$ cat src/rtl/fpx_gate_pkg.sv
package fpx_gate_pkg;

  typedef enum logic [1:0] {
    ST_IDLE = 2'd0,
    ST_PEND = 2'd1,
    ST_REQ  = 2'd2
  } gateState_t;

  // Strobes from control to datapath
  typedef struct packed {
    logic capture;       // record cause address, reset counter
    logic countUp;       // one retirement counted
    logic clear;         // request acknowledged
    logic deliverCause;  // report causing address, indicator 0
    logic deliverNext;   // report next-to-retire address
    logic forceImp;      // indicator forced to 1 (late unmask)
  } gateStrobe_t;

  localparam logic [1:0] MODE_MASKED  = 2'b00;
  localparam logic [1:0] MODE_PRECISE = 2'b11;

endpackage

$ cat src/rtl/fpx_gate_ctrl.sv
module fpx_gate_ctrl
  import fpx_gate_pkg::*;
(
  input  logic        clk,
  input  logic        rstN,
  input  logic        fexSummary,
  input  logic [1:0]  enMode,
  input  logic        retireValid,
  input  logic        intAck,
  input  logic        cntReached,
  input  logic        cntZero,
  output gateStrobe_t strobe,
  output logic        intReq
);

  gateState_t state, stateNext;
  logic wasMasked, wasMaskedNext;

  always_comb begin
    strobe        = '0;
    stateNext     = state;
    wasMaskedNext = wasMasked;
    unique case (state)
      ST_IDLE: begin
        if (fexSummary) begin
          strobe.capture = 1'b1;
          wasMaskedNext  = 1'b0;
          stateNext      = ST_PEND;
        end
      end
      ST_PEND: begin
        if (enMode == MODE_MASKED) begin
          wasMaskedNext = 1'b1;
        end else if (wasMasked) begin
          strobe.deliverNext = 1'b1;
          strobe.forceImp    = 1'b1;
          stateNext          = ST_REQ;
        end else if (enMode == MODE_PRECISE) begin
          strobe.deliverCause = 1'b1;
          stateNext           = ST_REQ;
        end else if (cntReached) begin
          if (cntZero) strobe.deliverCause = 1'b1;
          else         strobe.deliverNext  = 1'b1;
          stateNext = ST_REQ;
        end else if (retireValid) begin
          strobe.countUp = 1'b1;
        end
      end
      ST_REQ: begin
        if (intAck) begin
          strobe.clear  = 1'b1;
          wasMaskedNext = 1'b0;
          stateNext     = ST_IDLE;
        end
      end
      default: stateNext = ST_IDLE;
    endcase
  end

  always_ff @(posedge clk) begin
    if (!rstN) begin
      state     <= ST_IDLE;
      wasMasked <= 1'b0;
    end else begin
      state     <= stateNext;
      wasMasked <= wasMaskedNext;
    end
  end

  assign intReq = (state == ST_REQ);

  // masked mode never produces a request
  p_mask_hold_r6: assert property (@(posedge clk) disable iff (!rstN)
    (state == ST_PEND && enMode == MODE_MASKED) |=> !intReq);

  // request held until acknowledged, then dropped
  p_hold_req_r8: assert property (@(posedge clk) disable iff (!rstN)
    (intReq && !intAck) |=> intReq);

  p_ack_release_r8: assert property (@(posedge clk) disable iff (!rstN)
    (intReq && intAck) |=> !intReq);

  // a summary flag seen while idle opens a pending exception
  p_capture_r2: assert property (@(posedge clk) disable iff (!rstN)
    (state == ST_IDLE && fexSummary) |=> (state == ST_PEND));

endmodule

$ cat src/rtl/fpx_gate_dpath.sv
module fpx_gate_dpath
  import fpx_gate_pkg::*;
#(
  parameter int ADDR_W = 32,
  parameter int CNT_W  = 3
) (
  input  logic              clk,
  input  logic              rstN,
  input  gateStrobe_t       strobe,
  input  logic [ADDR_W-1:0] causeAddr,
  input  logic [ADDR_W-1:0] nextAddr,
  input  logic [CNT_W-1:0]  deferCount,
  output logic              cntReached,
  output logic              cntZero,
  output logic [ADDR_W-1:0] savedAddr,
  output logic              impBit
);

  localparam logic [CNT_W-1:0] CNT_MAX = {CNT_W{1'b1}};

  logic [ADDR_W-1:0] causeReg;
  logic [CNT_W-1:0]  retireCnt;

  assign cntReached = (retireCnt >= deferCount);
  assign cntZero    = (retireCnt == '0);

  always_ff @(posedge clk) begin
    if (!rstN) begin
      causeReg  <= '0;
      retireCnt <= '0;
      savedAddr <= '0;
      impBit    <= 1'b0;
    end else begin
      if (strobe.capture) causeReg <= causeAddr;

      if (strobe.capture || strobe.clear)             retireCnt <= '0;
      else if (strobe.countUp && retireCnt != CNT_MAX) retireCnt <= retireCnt + 1'b1;

      if (strobe.deliverCause) begin
        savedAddr <= causeReg;
        impBit    <= 1'b0;
      end else if (strobe.deliverNext) begin
        savedAddr <= nextAddr;
        impBit    <= strobe.forceImp || (nextAddr != causeReg);
      end
    end
  end

  // cause address only moves on a capture strobe
  p_cause_keep_r2: assert property (@(posedge clk) disable iff (!rstN)
    !strobe.capture |=> $stable(causeReg));

  // precise report carries the causing address, indicator clear
  p_precise_addr_r3: assert property (@(posedge clk) disable iff (!rstN)
    strobe.deliverCause |=> (savedAddr == causeReg && !impBit));

  // indicator tracks address mismatch on an ordinary imprecise report
  p_imp_match_r5: assert property (@(posedge clk) disable iff (!rstN)
    (strobe.deliverNext && !strobe.forceImp) |=> (impBit == (savedAddr != causeReg)));

  // late unmask always flags imprecise
  p_masked_imp_r7: assert property (@(posedge clk) disable iff (!rstN)
    (strobe.deliverNext && strobe.forceImp) |=> impBit);

  // counter moves only on a counted retirement, capture or clear
  p_count_gate_r9: assert property (@(posedge clk) disable iff (!rstN)
    !(strobe.countUp || strobe.capture || strobe.clear) |=> $stable(retireCnt));

endmodule

$ cat src/rtl/fpx_gate.sv
module fpx_gate
  import fpx_gate_pkg::*;
#(
  parameter int ADDR_W = 32,
  parameter int CNT_W  = 3
) (
  input  logic              clk,
  input  logic              rstN,
  input  logic              fexSummary,
  input  logic [1:0]        enMode,
  input  logic [CNT_W-1:0]  deferCount,
  input  logic [ADDR_W-1:0] causeAddr,
  input  logic              retireValid,
  input  logic [ADDR_W-1:0] nextAddr,
  input  logic              intAck,
  output logic              intReq,
  output logic [ADDR_W-1:0] savedAddr,
  output logic              impBit
);

  gateStrobe_t strobe;
  logic cntReached, cntZero;

  fpx_gate_ctrl u_ctrl (
    .clk        (clk),
    .rstN       (rstN),
    .fexSummary (fexSummary),
    .enMode     (enMode),
    .retireValid(retireValid),
    .intAck     (intAck),
    .cntReached (cntReached),
    .cntZero    (cntZero),
    .strobe     (strobe),
    .intReq     (intReq)
  );

  fpx_gate_dpath #(.ADDR_W(ADDR_W), .CNT_W(CNT_W)) u_dpath (
    .clk        (clk),
    .rstN       (rstN),
    .strobe     (strobe),
    .causeAddr  (causeAddr),
    .nextAddr   (nextAddr),
    .deferCount (deferCount),
    .cntReached (cntReached),
    .cntZero    (cntZero),
    .savedAddr  (savedAddr),
    .impBit     (impBit)
  );

  // reset leaves no request and no indicator
  p_reset_clear_r10: assert property (@(posedge clk)
    !rstN |=> (!intReq && !impBit && savedAddr == '0));

endmodule

$ cat config.mk
export PLATFORM = sky130hd
export DESIGN_NAME = fpx_gate
export DESIGN_NICKNAME = d
export VERILOG_FILES = /design/src/rtl/fpx_gate_pkg.sv /design/src/rtl/fpx_gate_ctrl.sv /design/src/rtl/fpx_gate_dpath.sv /design/src/rtl/fpx_gate.sv
export SDC_FILE = /design/constraint.sdc
export NUM_CORES = 1
export LEC_CHECK = 0
export CAP_MARGIN = 0
export CORE_MARGIN = 1.5
export CORE_UTILIZATION = 51
export DETAILED_ROUTE_END_ITERATION = 16
export GPL_ROUTABILITY_DRIVEN = 0
export GPL_TIMING_DRIVEN = 1
export PLACE_DENSITY = 0.95
export REMOVE_ABC_BUFFERS = 1
export SYNTH_ARGS = -nofsm -noshare
export SYNTH_HDL_FRONTEND = slang
export SYNTH_HIERARCHICAL = 1
export SYNTH_SLANG_ARGS = --single-unit
$ cat constraint.sdc
create_clock -name clk -period 5.9 [get_ports clk]
set_clock_uncertainty 0.2 [all_clocks]
set_input_delay 0.885 -clock clk [delete_from_list [all_inputs] [get_ports clk]]
set_output_delay 0.885 -clock clk [all_outputs]
set_load 0.01 [all_outputs]
==> run summary, run 1 <==
======================================================================================================
Status ..................................................................................    completed
First DRT Iteration DRCs ................................................................          185
Overall die height ...................................................................... 86.6 microns
Commonest cells after routing, fill and taps aside ...................................... sky130_fd_sc_hd__clkdlybuf4s50_1 (106), sky130_fd_sc_hd__dfxtp_1 (71), sky130_fd_sc_hd__mux2i_1 (65)
Clock latency at the later pin of the worst-skew pair ...................................      0.35 ns
Number of cells on the worst reg-to-reg path ............................................           10
TritonRoute pass-1 iters ................................................................            4
Number of port buffers ..................................................................          107
Unrepaired setup endpoints after global routing .........................................           no
Count of flip-flops with a built-in enable after synthesis ..............................            0
Hold buffers post-CTS ...................................................................            0
Clock tree from TritonCTS ...............................................................          yes
TritonCTS Buffers .......................................................................            9
Number of failing hold endpoints at the final stage .....................................            0
Cells along the critical path ........................................................... clkdlybuf4s50_1 > inv_1 > ha_1 > a21o_1 > a21o_1 > o211ai_1 > a211oi_4 > buf_4 > o21ai_0 > and2_1
Ports placed on the boundary ............................................................          108
Routed length per instance .............................................................. 15.0 microns
Antenna violations before repair ........................................................            0
Clock buffer depth ......................................................................            2
Slowest cell on the critical path ....................................................... sky130_fd_sc_hd__a211oi_4
Tot GR Track Use ........................................................................        24.1%
Cell at the root of the clock tree ...................................................... sky130_fd_sc_hd__clkbuf_8
Final max-slew violation count ..........................................................            0
DRC viols ...............................................................................            0
Worst voltage drop across the vdd grid ..................................................   0.000124 V
Prevailing post-synth register cell ..................................................... sky130_fd_sc_hd__dfxtp_1
Number of max-cap violations ............................................................            0
Arrival time reported for the critical path endpoint ....................................      3.90 ns
Classification of the worst setup path ..................................................    in -> reg
Setup fix buffers added after clock tree synthesis ......................................            0
Crit path launch type ...................................................................   input port
Worst hold path cell count ..............................................................            2
Number of cells produced by synthesis ...................................................          381
Fmax ....................................................................................      259 MHz
Floorplan core area .....................................................................   6790 sq um
Commonest non-fill, non-tap cell in the layout .......................................... sky130_fd_sc_hd__clkdlybuf4s50_1
Die X-Extent ............................................................................ 86.6 microns
Net count, final ........................................................................          560
Cell Pwr Density ........................................................................  222 nW/um^2
DR vias/cell ............................................................................         5.12
Kind of cell adding the most delay to the critical path ................................. compound AO/OA/AOI/OAI gates
Cell repeated most along the worst path ................................................. sky130_fd_sc_hd__a21o_1
Maximum number of pins on one net before global-route repair ............................           70
Fraction of the cycle the final worst path needs ........................................        65.5%
Static power due to leakage .............................................................      1.83 nW
Die footprint ...........................................................................   7500 sq um
Number of diodes ........................................................................            0
Largest fanout on the critical path .....................................................           35
Effective utilization at floorplan ......................................................        52.5%
TritonCTS Sinks .........................................................................           71
Critical path depth in cells ............................................................           10
Post-synthesis sequential element count .................................................           71
Clock transition at the register clock pins on the worst setup and hold paths after CTS .      0.07 ns
Number of buffer and inverter instances along the worst setup path ......................            3
Count of synthesis-stage warnings from yosys ............................................            6
Transition time at the pin with the least slew margin ...................................      1.22 ns
Global-route wire length before repair .................................................. 14000 microns
Remaining Overflow, GRT .................................................................            0
Antenna-violating nets left .............................................................            0
Count of distinct cell types in the synthesized netlist .................................           34
Average instance area after synthesis ...................................................   9.36 sq um
Post-CTS Resized ........................................................................            0
Post-synth design cell area .............................................................   3570 sq um
Half-perimeter wire length after placement .............................................. 6130 microns
Largest stage delay on the critical path ................................................      1.03 ns
Sequential fraction of the synthesis area ...............................................        39.8%
Hold crit path type .....................................................................   reg -> reg
Synthesis-to-layout area growth .........................................................        37.0%
Number of global-route vias before repair ...............................................         2920
Worst rel slew slack ....................................................................        18.3%
Final setup fails .......................................................................            0
Total number of placement rows ..........................................................           30
Post-route minimum period ...............................................................      3.87 ns
Nature of the critical path endpoint ....................................................    flip-flop
Overall Power ...........................................................................      1.08 mW
Data required time at the worst endpoint ................................................      5.93 ns
Proportion of layout cells with a drive suffix above 1 ..................................        5.36%
Total wirelength of the detailed-routed design .......................................... 8740 microns
Fraction of synthesis flops using an asynchronous set or reset pin ......................           0%
CTS H-tree lvls .........................................................................            3
Detailed-route via count ................................................................         2975
Final setup TNS .........................................................................         0 ns
======================================================================================================
==> Yosys cell counts (3+ instances only) <==
master	n	share of area [%]
sky130_fd_sc_hd__nand2_1	35	3.7
sky130_fd_sc_hd__mux2i_1	65	18
sky130_fd_sc_hd__a21oi_1	3	0.42
sky130_fd_sc_hd__dfxtp_1	71	40
sky130_fd_sc_hd__o21ai_0	32	4.5
sky130_fd_sc_hd__inv_1	7	0.74
sky130_fd_sc_hd__clkbuf_1	14	1.5
sky130_fd_sc_hd__ha_1	6	2.1
sky130_fd_sc_hd__xnor2_1	10	2.5
sky130_fd_sc_hd__nor2b_1	36	6.3
sky130_fd_sc_hd__xor2_1	24	5.9
sky130_fd_sc_hd__nor2_1	6	0.63
sky130_fd_sc_hd__and2_1	32	5.6
sky130_fd_sc_hd__nor4_1	6	1.1
sky130_fd_sc_hd__nor3_1	4	0.56
sky130_fd_sc_hd__buf_2	6	0.84
sky130_fd_sc_hd__nand4_1	3	0.53
==> cells by family after synthesis <==
logic type	Yosys count	synth area share [%]
buffers and inverters	29	3.47
AND/OR/NAND/NOR	131	20.9
XOR/XNOR	34	8.35
flip-flops	71	39.8
AO/OA/AOI/OAI	45	7.12
adder cells (fa/ha/maj)	6	2.10
multiplexers	65	18.2
==> tightest hold or removal path, cell delays in order (launching register included) <==
cell,delay [ns]
sky130_fd_sc_hd__dfxtp_1,0.33
sky130_fd_sc_hd__mux2i_1,0.12
sky130_fd_sc_hd__nor2b_1,0.05
==> routing by layer <==
layer  track usage [%]  vias up  part of all wire (%)
li1                  -     1474                     -
met1              30.3     1374                    44
met2              40.1      108                    48
met3              5.05       19                   6.1
met4              10.6        0                   2.1
met5                 0        -                     0
==> where the power goes <==
group	total (mW)	switching (mW)	internal (mW)
logic	0.182	0.0782	0.104
clock network	0.381	0.176	0.205
registers	0.521	0.0196	0.501
==> metrics by stage <==
stage | instances | cell area (sq um) | hold WS [ns] | util, % | setup WS, ns
after detailed placement | 565 | 4700 | 0.342 | 69.1 | 1.69
after global routing | 581 | 4890 | 0.377 | 71.9 | 1.77
after global placement | 565 | 4700 | 0.333 | 69.1 | 1.82
final | 581 | 4890 | 0.352 | 71.9 | 2.03
after floorplan | 359 | 3470 | 0.312 | - | 0.0516
after CTS | 581 | 4890 | 0.352 | 71.9 | 2.07
==> state kept, by name, summed over array words and instances, names as in the netlist <==
register           count
u_ctrl/state           2
u_dpath/retireCnt      3
u_dpath/savedAddr     32
u_ctrl/wasMasked       1
u_dpath/impBit         1
u_dpath/causeReg      32
==> path summary, 6_finish.rpt <==
path / from / to / slack [ns]
worst max-delay path: deferCount[1] / u_dpath/savedAddr[31] / 2.03
worst min register to register: u_dpath/causeReg[22] / u_dpath/causeReg[22] / 0.35
worst max register to register: u_dpath/retireCnt[0] / u_dpath/savedAddr[31] / 2.50
worst min-delay path: u_dpath/causeReg[22] / u_dpath/causeReg[22] / 0.35
==> cell type report <==
| cell class | count | area (sq um) |
|---|---|---|
| Multi-Input combinational cell | 281 | 2040 |
| Fill cell | 515 | 1910 |
| Sequential cell | 71 | 1420 |
| Timing Repair Buffer | 110 | 1090 |
| Clock buffer | 12 | 145 |
| Tap cell | 96 | 120 |
| Clock inverter | 4 | 45.0 |
| Inverter | 7 | 26.3 |
(Power assumes the default switching activity.)
==> run 2, diff against run 1 <==
--- a/config.mk
+++ b/config.mk
@@ -7,11 +7,11 @@
 export LEC_CHECK = 0
 export CAP_MARGIN = 0
 export CORE_MARGIN = 1.5
-export CORE_UTILIZATION = 51
+export CORE_UTILIZATION = 47
 export DETAILED_ROUTE_END_ITERATION = 16
 export GPL_ROUTABILITY_DRIVEN = 0
 export GPL_TIMING_DRIVEN = 1
-export PLACE_DENSITY = 0.95
+export PLACE_DENSITY = 0.91
 export REMOVE_ABC_BUFFERS = 1
 export SYNTH_ARGS = -nofsm -noshare
 export SYNTH_HDL_FRONTEND = slang
==> constraint.sdc (replaced) <==
create_clock -name clk -period 3.86 [get_ports clk]
set_clock_uncertainty 0.2 [all_clocks]
set_input_delay 0.579 -clock clk [delete_from_list [all_inputs] [get_ports clk]]
set_output_delay 0.579 -clock clk [all_outputs]
set_load 0.01 [all_outputs]
==> run 2 against run 1 <==
Critical path depth increased by 1. Cell area about the same. Die area increased by 8.2%. First-iteration DRC count decreased by 39%. Total power increased by 45%. Clock power increased by 31%. Sequential share of layout area about the same. Via count decreased by 0.94%. Setup slack got worse by 1.1 ns. Critical endpoint is now u_dpath/savedAddr[27].
==> run summary, run 2 (synthesis results as in run 1) <==
======================================================================================================
Status ..................................................................................    completed
Clock buffer depth ......................................................................            2   unchanged
Net count, final ........................................................................          561   +0.18%
Number of port buffers ..................................................................          107   unchanged
Cell at the root of the clock tree ...................................................... sky130_fd_sc_hd__clkbuf_8
Total wirelength of the detailed-routed design .......................................... 8790 microns   +0.55%
Setup fix buffers added after clock tree synthesis ......................................            0   unchanged
Unrepaired setup endpoints after global routing .........................................           no
Tot GR Track Use ........................................................................        22.6%   -1.6 points
Post-route minimum period ...............................................................      2.91 ns
Synthesis-to-layout area growth .........................................................        36.9%   about the same
CTS H-tree lvls .........................................................................            3   unchanged
First DRT Iteration DRCs ................................................................          112   -39%
Antenna violations before repair ........................................................            0   unchanged
Fmax ....................................................................................      343 MHz
Transition time at the pin with the least slew margin ...................................      1.04 ns   -0.185 ns
Number of failing hold endpoints at the final stage .....................................            0   unchanged
Global-route wire length before repair .................................................. 14800 microns   +5.1%
Maximum number of pins on one net before global-route repair ............................           66   -5.7%
Worst setup slack after layout ..........................................................     0.949 ns   -1.09 ns
Die footprint ...........................................................................   8120 sq um   +8.2%
Clock latency at the later pin of the worst-skew pair ...................................      0.34 ns   about the same
Classification of the worst setup path ..................................................    in -> reg
Clock transition at the register clock pins on the worst setup and hold paths after CTS .      0.08 ns   about the same
Clock tree from TritonCTS ...............................................................          yes
Commonest non-fill, non-tap cell in the layout .......................................... sky130_fd_sc_hd__clkdlybuf4s50_1
Placed cell count .......................................................................          569   +0.71%
Worst voltage drop across the vdd grid ..................................................   0.000207 V   +67%
Fraction of the cycle the final worst path needs ........................................        75.4%
Cell Pwr Density ........................................................................  323 nW/um^2   +46%
Floorplan core area .....................................................................   7290 sq um   +7.3%
DRC viols ...............................................................................            0   unchanged
Worst setup timing slack at the placement stage .........................................     0.611 ns   -1.08 ns
TritonCTS Buffers .......................................................................            9   unchanged
Nature of the critical path endpoint ....................................................    flip-flop
TritonRoute pass-1 iters ................................................................            4   unchanged
Number of cells in the finished layout apart from fillers ...............................          584   +0.52%
Ports placed on the boundary ............................................................          108   unchanged
Number of diodes ........................................................................            0   unchanged
Static power due to leakage .............................................................      1.82 nW   -0.63%
Commonest cells after routing, fill and taps aside ...................................... sky130_fd_sc_hd__clkdlybuf4s50_1 (106), sky130_fd_sc_hd__dfxtp_1 (71), sky130_fd_sc_hd__mux2i_1 (65)
Largest fanout on the critical path .....................................................           23   -34%
Overall die height ...................................................................... 90.1 microns   +4.0%
Remaining Overflow, GRT .................................................................            0   unchanged
Data required time at the worst endpoint ................................................      3.89 ns   -2.04 ns
Final max-slew violation count ..........................................................            0   unchanged
Overall Power ...........................................................................      1.58 mW   +45%
Half-perimeter wire length after placement .............................................. 6210 microns   +1.3%
Cell area after placement ...............................................................   4720 sq um   +0.51%
Antenna-violating nets left .............................................................            0   unchanged
DR vias/cell ............................................................................         5.05   -1.5%
Proportion of layout cells with a drive suffix above 1 ..................................        5.77%   +0.41 points
Effective utilization at floorplan ......................................................        48.9%   -3.6 points
Arrival time reported for the critical path endpoint ....................................      2.94 ns   -0.96 ns
Worst rel slew slack ....................................................................        30.8%   +12 points
Number of max-cap violations ............................................................            0   unchanged
Routed length per instance .............................................................. 15.0 microns   about the same
Detailed-route via count ................................................................         2947   -0.94%
TritonCTS Sinks .........................................................................           71   unchanged
Final instance area .....................................................................   4880 sq um   about the same
Final setup fails .......................................................................            0   unchanged
Total number of placement rows ..........................................................           31   +3.3%
Die X-Extent ............................................................................ 90.1 microns   +4.0%
Final core utilization ..................................................................        67.0%   -5.0 points
Number of global-route vias before repair ...............................................         3038   +4.0%
Crit path launch type ...................................................................   input port
Hold buffers post-CTS ...................................................................            0   unchanged
Largest registers ....................................................................... u_dpath/causeReg x32, u_dpath/savedAddr x32, u_dpath/retireCnt x3
Hold crit path type .....................................................................   reg -> reg
Post-CTS Resized ........................................................................            0   unchanged
======================================================================================================
==> run 2: cell types whose count changed in the layout (fill, tap and decap cells not counted) <==
cell,before,now
sky130_fd_sc_hd__clkinvlp_4,0,2
sky130_fd_sc_hd__clkbuf_1,2,0
sky130_fd_sc_hd__clkbuf_8,10,9
sky130_fd_sc_hd__clkinv_4,0,1
sky130_fd_sc_hd__bufinv_16,1,0
sky130_fd_sc_hd__buf_12,0,1
==> run 2: worst max-delay path, stage by stage <==
cell and delay [ns]:
sky130_fd_sc_hd__clkdlybuf4s50_1 0.41, sky130_fd_sc_hd__ha_1 0.27, sky130_fd_sc_hd__nand2b_1 0.10, sky130_fd_sc_hd__a21o_1 0.11, sky130_fd_sc_hd__a21o_1 0.20, sky130_fd_sc_hd__a31oi_1 0.13
sky130_fd_sc_hd__nor3_2 0.19, sky130_fd_sc_hd__buf_4 0.42, sky130_fd_sc_hd__mux2i_1 0.26, sky130_fd_sc_hd__o21ai_0 0.10, sky130_fd_sc_hd__and2_1 0.16
==> run 2: final timing paths <==
check                       startpoint               endpoint  slack (ns)  cells past startpoint
hold / removal    u_dpath/causeReg[10]   u_dpath/causeReg[10]        0.35                      2
setup / recovery         deferCount[0]  u_dpath/savedAddr[27]        0.95                     11
setup reg to reg  u_dpath/retireCnt[0]  u_dpath/savedAddr[27]        1.13                     11
hold reg to reg   u_dpath/causeReg[10]   u_dpath/causeReg[10]        0.35                      2
==> run 2: where the power goes <==
part	total, mW	internal [mW]	switching [mW]
Combinational	0.281	0.161	0.120
Clock	0.501	0.227	0.274
Sequential	0.795	0.766	0.0290
==> run 2: final cells by class <==
cell class	count	area (sq um)
well taps	99	124
flip-flops and latches	71	1420
repair buffers	111	1110
clock inverters	6	38.8
fillers	600	2410
inverters	7	26.3
clock buffers	9	124
multi-input cells	281	2040
==> run 2: through the flow <==
step	setup TNS, ns	hold slack [ns]
3_3_place_gp	0	0.330
6_report	0	0.351
2_1_floorplan	-55.41	0.312
5_1_grt	0	0.371
4_1_cts	0	0.352
3_5_place_dp	0	0.341
==> run 2: per-layer routing <==
metal / part of all wire [%] / global-route usage (%)
met5: 0 / 0
met4: 1.4 / 8.47
met3: 5.3 / 5.25
met2: 50 / 39.0
met1: 44 / 27.1
==> run 3, diff against run 2 <==
--- a/config.mk
+++ b/config.mk
@@ -7,11 +7,11 @@
 export LEC_CHECK = 0
 export CAP_MARGIN = 0
 export CORE_MARGIN = 1.5
-export CORE_UTILIZATION = 47
+export CORE_UTILIZATION = 43
 export DETAILED_ROUTE_END_ITERATION = 16
 export GPL_ROUTABILITY_DRIVEN = 0
 export GPL_TIMING_DRIVEN = 1
-export PLACE_DENSITY = 0.91
+export PLACE_DENSITY = 0.88
 export REMOVE_ABC_BUFFERS = 1
 export SYNTH_ARGS = -nofsm -noshare
 export SYNTH_HDL_FRONTEND = slang
==> constraint.sdc (replaced) <==
create_clock -name clk -period 2.3 [get_ports clk]
set_clock_uncertainty 0.2 [all_clocks]
set_input_delay 0.345 -clock clk [delete_from_list [all_inputs] [get_ports clk]]
set_output_delay 0.345 -clock clk [all_outputs]
set_load 0.01 [all_outputs]
==> run 3 against run 2 <==
The run now ends with negative setup slack left. Sequential share of layout area decreased by 1.8 points. Critical path depth is 1 higher. Die area up 9.0%. Clock-buffer cell count unchanged. Total power grew 82%. Clock power rose by 110%.
==> run summary, run 3 (synthesis results as in run 1) <==
======================================================================================================
Data required time at the worst endpoint ................................................      2.32 ns   -1.57 ns
Worst rel slew slack ....................................................................        68.9%   +38 points
Slowest cell on the critical path ....................................................... sky130_fd_sc_hd__dfxtp_2
Unrepaired setup endpoints after global routing .........................................          yes
Clock tree from TritonCTS ...............................................................          yes
Cell area after placement ...............................................................   4860 sq um   +3.1%
Register cell area after layout .........................................................   1420 sq um   about the same
Overall Power ...........................................................................      2.88 mW   +82%
Power share of the combinational group ..................................................        17.9%   about the same
Status .................................................................................. finished with violations
Transition time at the pin with the least slew margin ...................................     0.467 ns   -0.569 ns
Cell Pwr Density ........................................................................  553 nW/um^2   +71%
Cells along the critical path ........................................................... inv_2 > ha_4 > nand2b_4 > a21o_1 > a21o_1 > a31oi_1 > nor3_2 > buf_4 > buf_6 > nand4b_1 > nor4_1 > a21oi_1
Remaining Overflow, GRT .................................................................            0   unchanged
Filler instances ........................................................................          622   +3.7%
Detailed-route via count ................................................................         3044   +3.3%
Final instance area .....................................................................   5200 sq um   +6.6%
Hold buffers post-CTS ...................................................................            0   unchanged
Fraction of the cycle the final worst path needs ........................................         107%
Worst voltage drop across the vdd grid ..................................................   0.000410 V   +98%
Commonest cells after routing, fill and taps aside ...................................... sky130_fd_sc_hd__clkdlybuf4s50_1 (104), sky130_fd_sc_hd__dfxtp_1 (70), sky130_fd_sc_hd__mux2i_1 (63)
Arrival time reported for the critical path endpoint ....................................      2.47 ns   -0.47 ns
Crit path launch type ...................................................................    flip-flop
Final setup fails .......................................................................           33   +33
DR vias/cell ............................................................................         4.97   -1.4%
Die X-Extent ............................................................................ 94.1 microns   +4.4%
Cell repeated most along the worst path ................................................. sky130_fd_sc_hd__a21o_1
Number of cells in the finished layout apart from fillers ...............................          612   +4.8%
Final max-slew violation count ..........................................................            0   unchanged
R2r startpoint .......................................................................... u_dpath/retireCnt[0]
Area of the multi-input gates ...........................................................   2070 sq um   +1.5%
Synthesis-to-layout area growth .........................................................        45.9%
Number of failing hold endpoints at the final stage .....................................            0   unchanged
Routed length per instance .............................................................. 15.1 microns   about the same
Number of global-route vias before repair ...............................................         3096   +1.9%
Share of total power in the clock network ...............................................        35.7%   +4.0 points
Total wirelength of the detailed-routed design .......................................... 9220 microns   +4.9%
Origin of the worst min-delay path ......................................................         rstN
Die footprint ...........................................................................   8850 sq um   +9.0%
Classification of the worst setup path ..................................................   reg -> reg
Clock latency at the later pin of the worst-skew pair ...................................      0.35 ns   about the same
Number of max-cap violations ............................................................            0   unchanged
Setup slack of the worst register-to-register path ......................................     -0.15 ns   -1.28 ns
Cell at the root of the clock tree ...................................................... sky130_fd_sc_hd__clkbuf_8
DRC viols ...............................................................................            0   unchanged
Commonest non-fill, non-tap cell in the layout .......................................... sky130_fd_sc_hd__clkdlybuf4s50_1
Antenna violations before repair ........................................................            0   unchanged
Worst hold path cell count ..............................................................            2   unchanged
Net count, final ........................................................................          582   +3.7%
TritonRoute pass-1 iters ................................................................            5   +1
Worst hold slack after final layout .....................................................     0.302 ns   -0.0482 ns
Nature of the critical path endpoint ....................................................    flip-flop
Largest fanout on the critical path .....................................................            3   -87%
TritonCTS Sinks .........................................................................           71   unchanged
Worst reg2reg path endpoint ............................................................. u_dpath/impBit
Antenna-violating nets left .............................................................            0   unchanged
Worst setup slack after layout ..........................................................    -0.151 ns   -1.10 ns
Overall die height ...................................................................... 94.1 microns   +4.4%
Violated checks ......................................................................... negative setup slack
Cell internal pwr .......................................................................      2.10 mW   +82%
Number of port buffers ..................................................................          107   unchanged
Post-route minimum period ...............................................................      2.45 ns
Maximum number of pins on one net before global-route repair ............................           44   -33%
Clock buffer depth ......................................................................            2   unchanged
Total number of placement rows ..........................................................           33   +6.5%
Clock transition at the register clock pins on the worst setup and hold paths after CTS .      0.08 ns   about the same
Largest stage delay on the critical path ................................................      0.34 ns   -0.08 ns
Ports placed on the boundary ............................................................          108   unchanged
Hold Path Sink .......................................................................... u_dpath/causeReg[11]
Final core utilization ..................................................................        64.0%   -3.0 points
Largest registers ....................................................................... u_dpath/causeReg x32, u_dpath/savedAddr x32, u_dpath/retireCnt x3
Placed cell count .......................................................................          590   +3.7%
Net load switching power ................................................................     0.779 mW   +84%
Hold crit path type .....................................................................    in -> reg
Proportion of layout cells with a drive suffix above 1 ..................................        11.2%   +5.5 points
Half-perimeter wire length after placement .............................................. 6200 microns   -0.16%
CTS H-tree lvls .........................................................................            3   unchanged
Number of cells on the worst reg-to-reg path ............................................           12   +1
Global-route wire length before repair .................................................. 14400 microns   -2.3%
First DRT Iteration DRCs ................................................................           51   -54%
TritonCTS Buffers .......................................................................            9   unchanged
Fmax ....................................................................................      408 MHz
Share of power burned in registers ......................................................        46.4%   -4.0 points
Tot GR Track Use ........................................................................        21.0%   -1.6 points
Switching portion of total power ........................................................        27.1%   +0.26 points
Effective utilization at floorplan ......................................................        43.9%   -5.1 points
Floorplan core area .....................................................................   8130 sq um   +12%
Static power due to leakage .............................................................      1.98 nW   +8.9%
Number of diodes ........................................................................            0   unchanged
======================================================================================================
-- run 3: cell types whose count changed in the layout (fill, tap and decap cells not counted), sizes merged --
| cell | change |
|---|---|
| bufinv | +1 |
| clkinv | -4 |
| clkdlybuf4s50 | -2 |
| clkinvlp | +1 |
| inv | +3 |
| buf | +21 |
| dlygate4sd2 | +2 |
-- run 3: timing repair --
item | CTS | global route
endpoints found under the setup margin | 36 | 35
cloned | 3 | 0
resized for setup | 17 | 11
pin swaps | 11 | 5
buffers inserted | 5 | 0
-- run 3: worst max-delay path by stage --
stage	start	to	slack [ns]
2_1_floorplan	u_dpath/retireCnt[0]	u_dpath/savedAddr[0]	-3.07
3_3_place_gp	deferCount[0]	u_dpath/savedAddr[11]	-0.43
3_5_place_dp	deferCount[0]	u_dpath/savedAddr[30]	-0.54
4_1_cts	u_dpath/retireCnt[0]	u_dpath/savedAddr[23]	-0.14
5_1_grt	u_dpath/retireCnt[0]	u_dpath/impBit	-0.24
6_report	u_dpath/retireCnt[0]	u_dpath/impBit	-0.15
-- run 3: layout make-up --
| cell class | count | share of cell area [%] |
|---|---|---|
| Clock inverter | 7 | 1.51 |
| Tap cell | 105 | 2.52 |
| Clock buffer | 9 | 2.38 |
| Timing Repair Buffer | 132 | 26.0 |
| Multi-Input combinational cell | 281 | 39.8 |
| Sequential cell | 71 | 27.3 |
| Inverter | 7 | 0.505 |
-- run 3: critical path, delay by kind of cell (launching register included) --
kind	cells	cell delay, ns
DFF	1	0.34
and+or+nand+nor	4	0.73
AOI/OAI and AO/OA	4	0.46
adders and majority gates	1	0.25
buffers and inverters	3	0.33
-- run 3: power groups by stage --
stage / combinational [mW] / sequential [mW] / clock [mW]
after floorplan: 0.232 / 1.36 / 0
after global placement: 0.490 / 1.36 / 0
after detailed placement: 0.498 / 1.36 / 0
after CTS: 0.514 / 1.33 / 1.05
after global routing: 0.557 / 1.34 / 1.09
final: 0.515 / 1.33 / 1.03
-- run 3: per-stage QoR --
| step | setup slack [ns] | TNS (ns) |
|---|---|---|
| floorplan | -3.07 | -101.31 |
| global placement | -0.432 | -15.17 |
| detailed placement | -0.540 | -17.27 |
| CTS | -0.137 | -2.66 |
| global route | -0.242 | -5.87 |
| finish | -0.151 | -1.75 |
-- run 3: layer usage --
layer / routed length, microns / GRT usage, % / vias to the layer above
met3: 537 / 5.02 / 11
met5: 0 / 0 / -
met2: 4340 / 35.2 / 99
met4: 102 / 7.46 / 0
met1: 4230 / 26.1 / 1412
li1: - / - / 1522
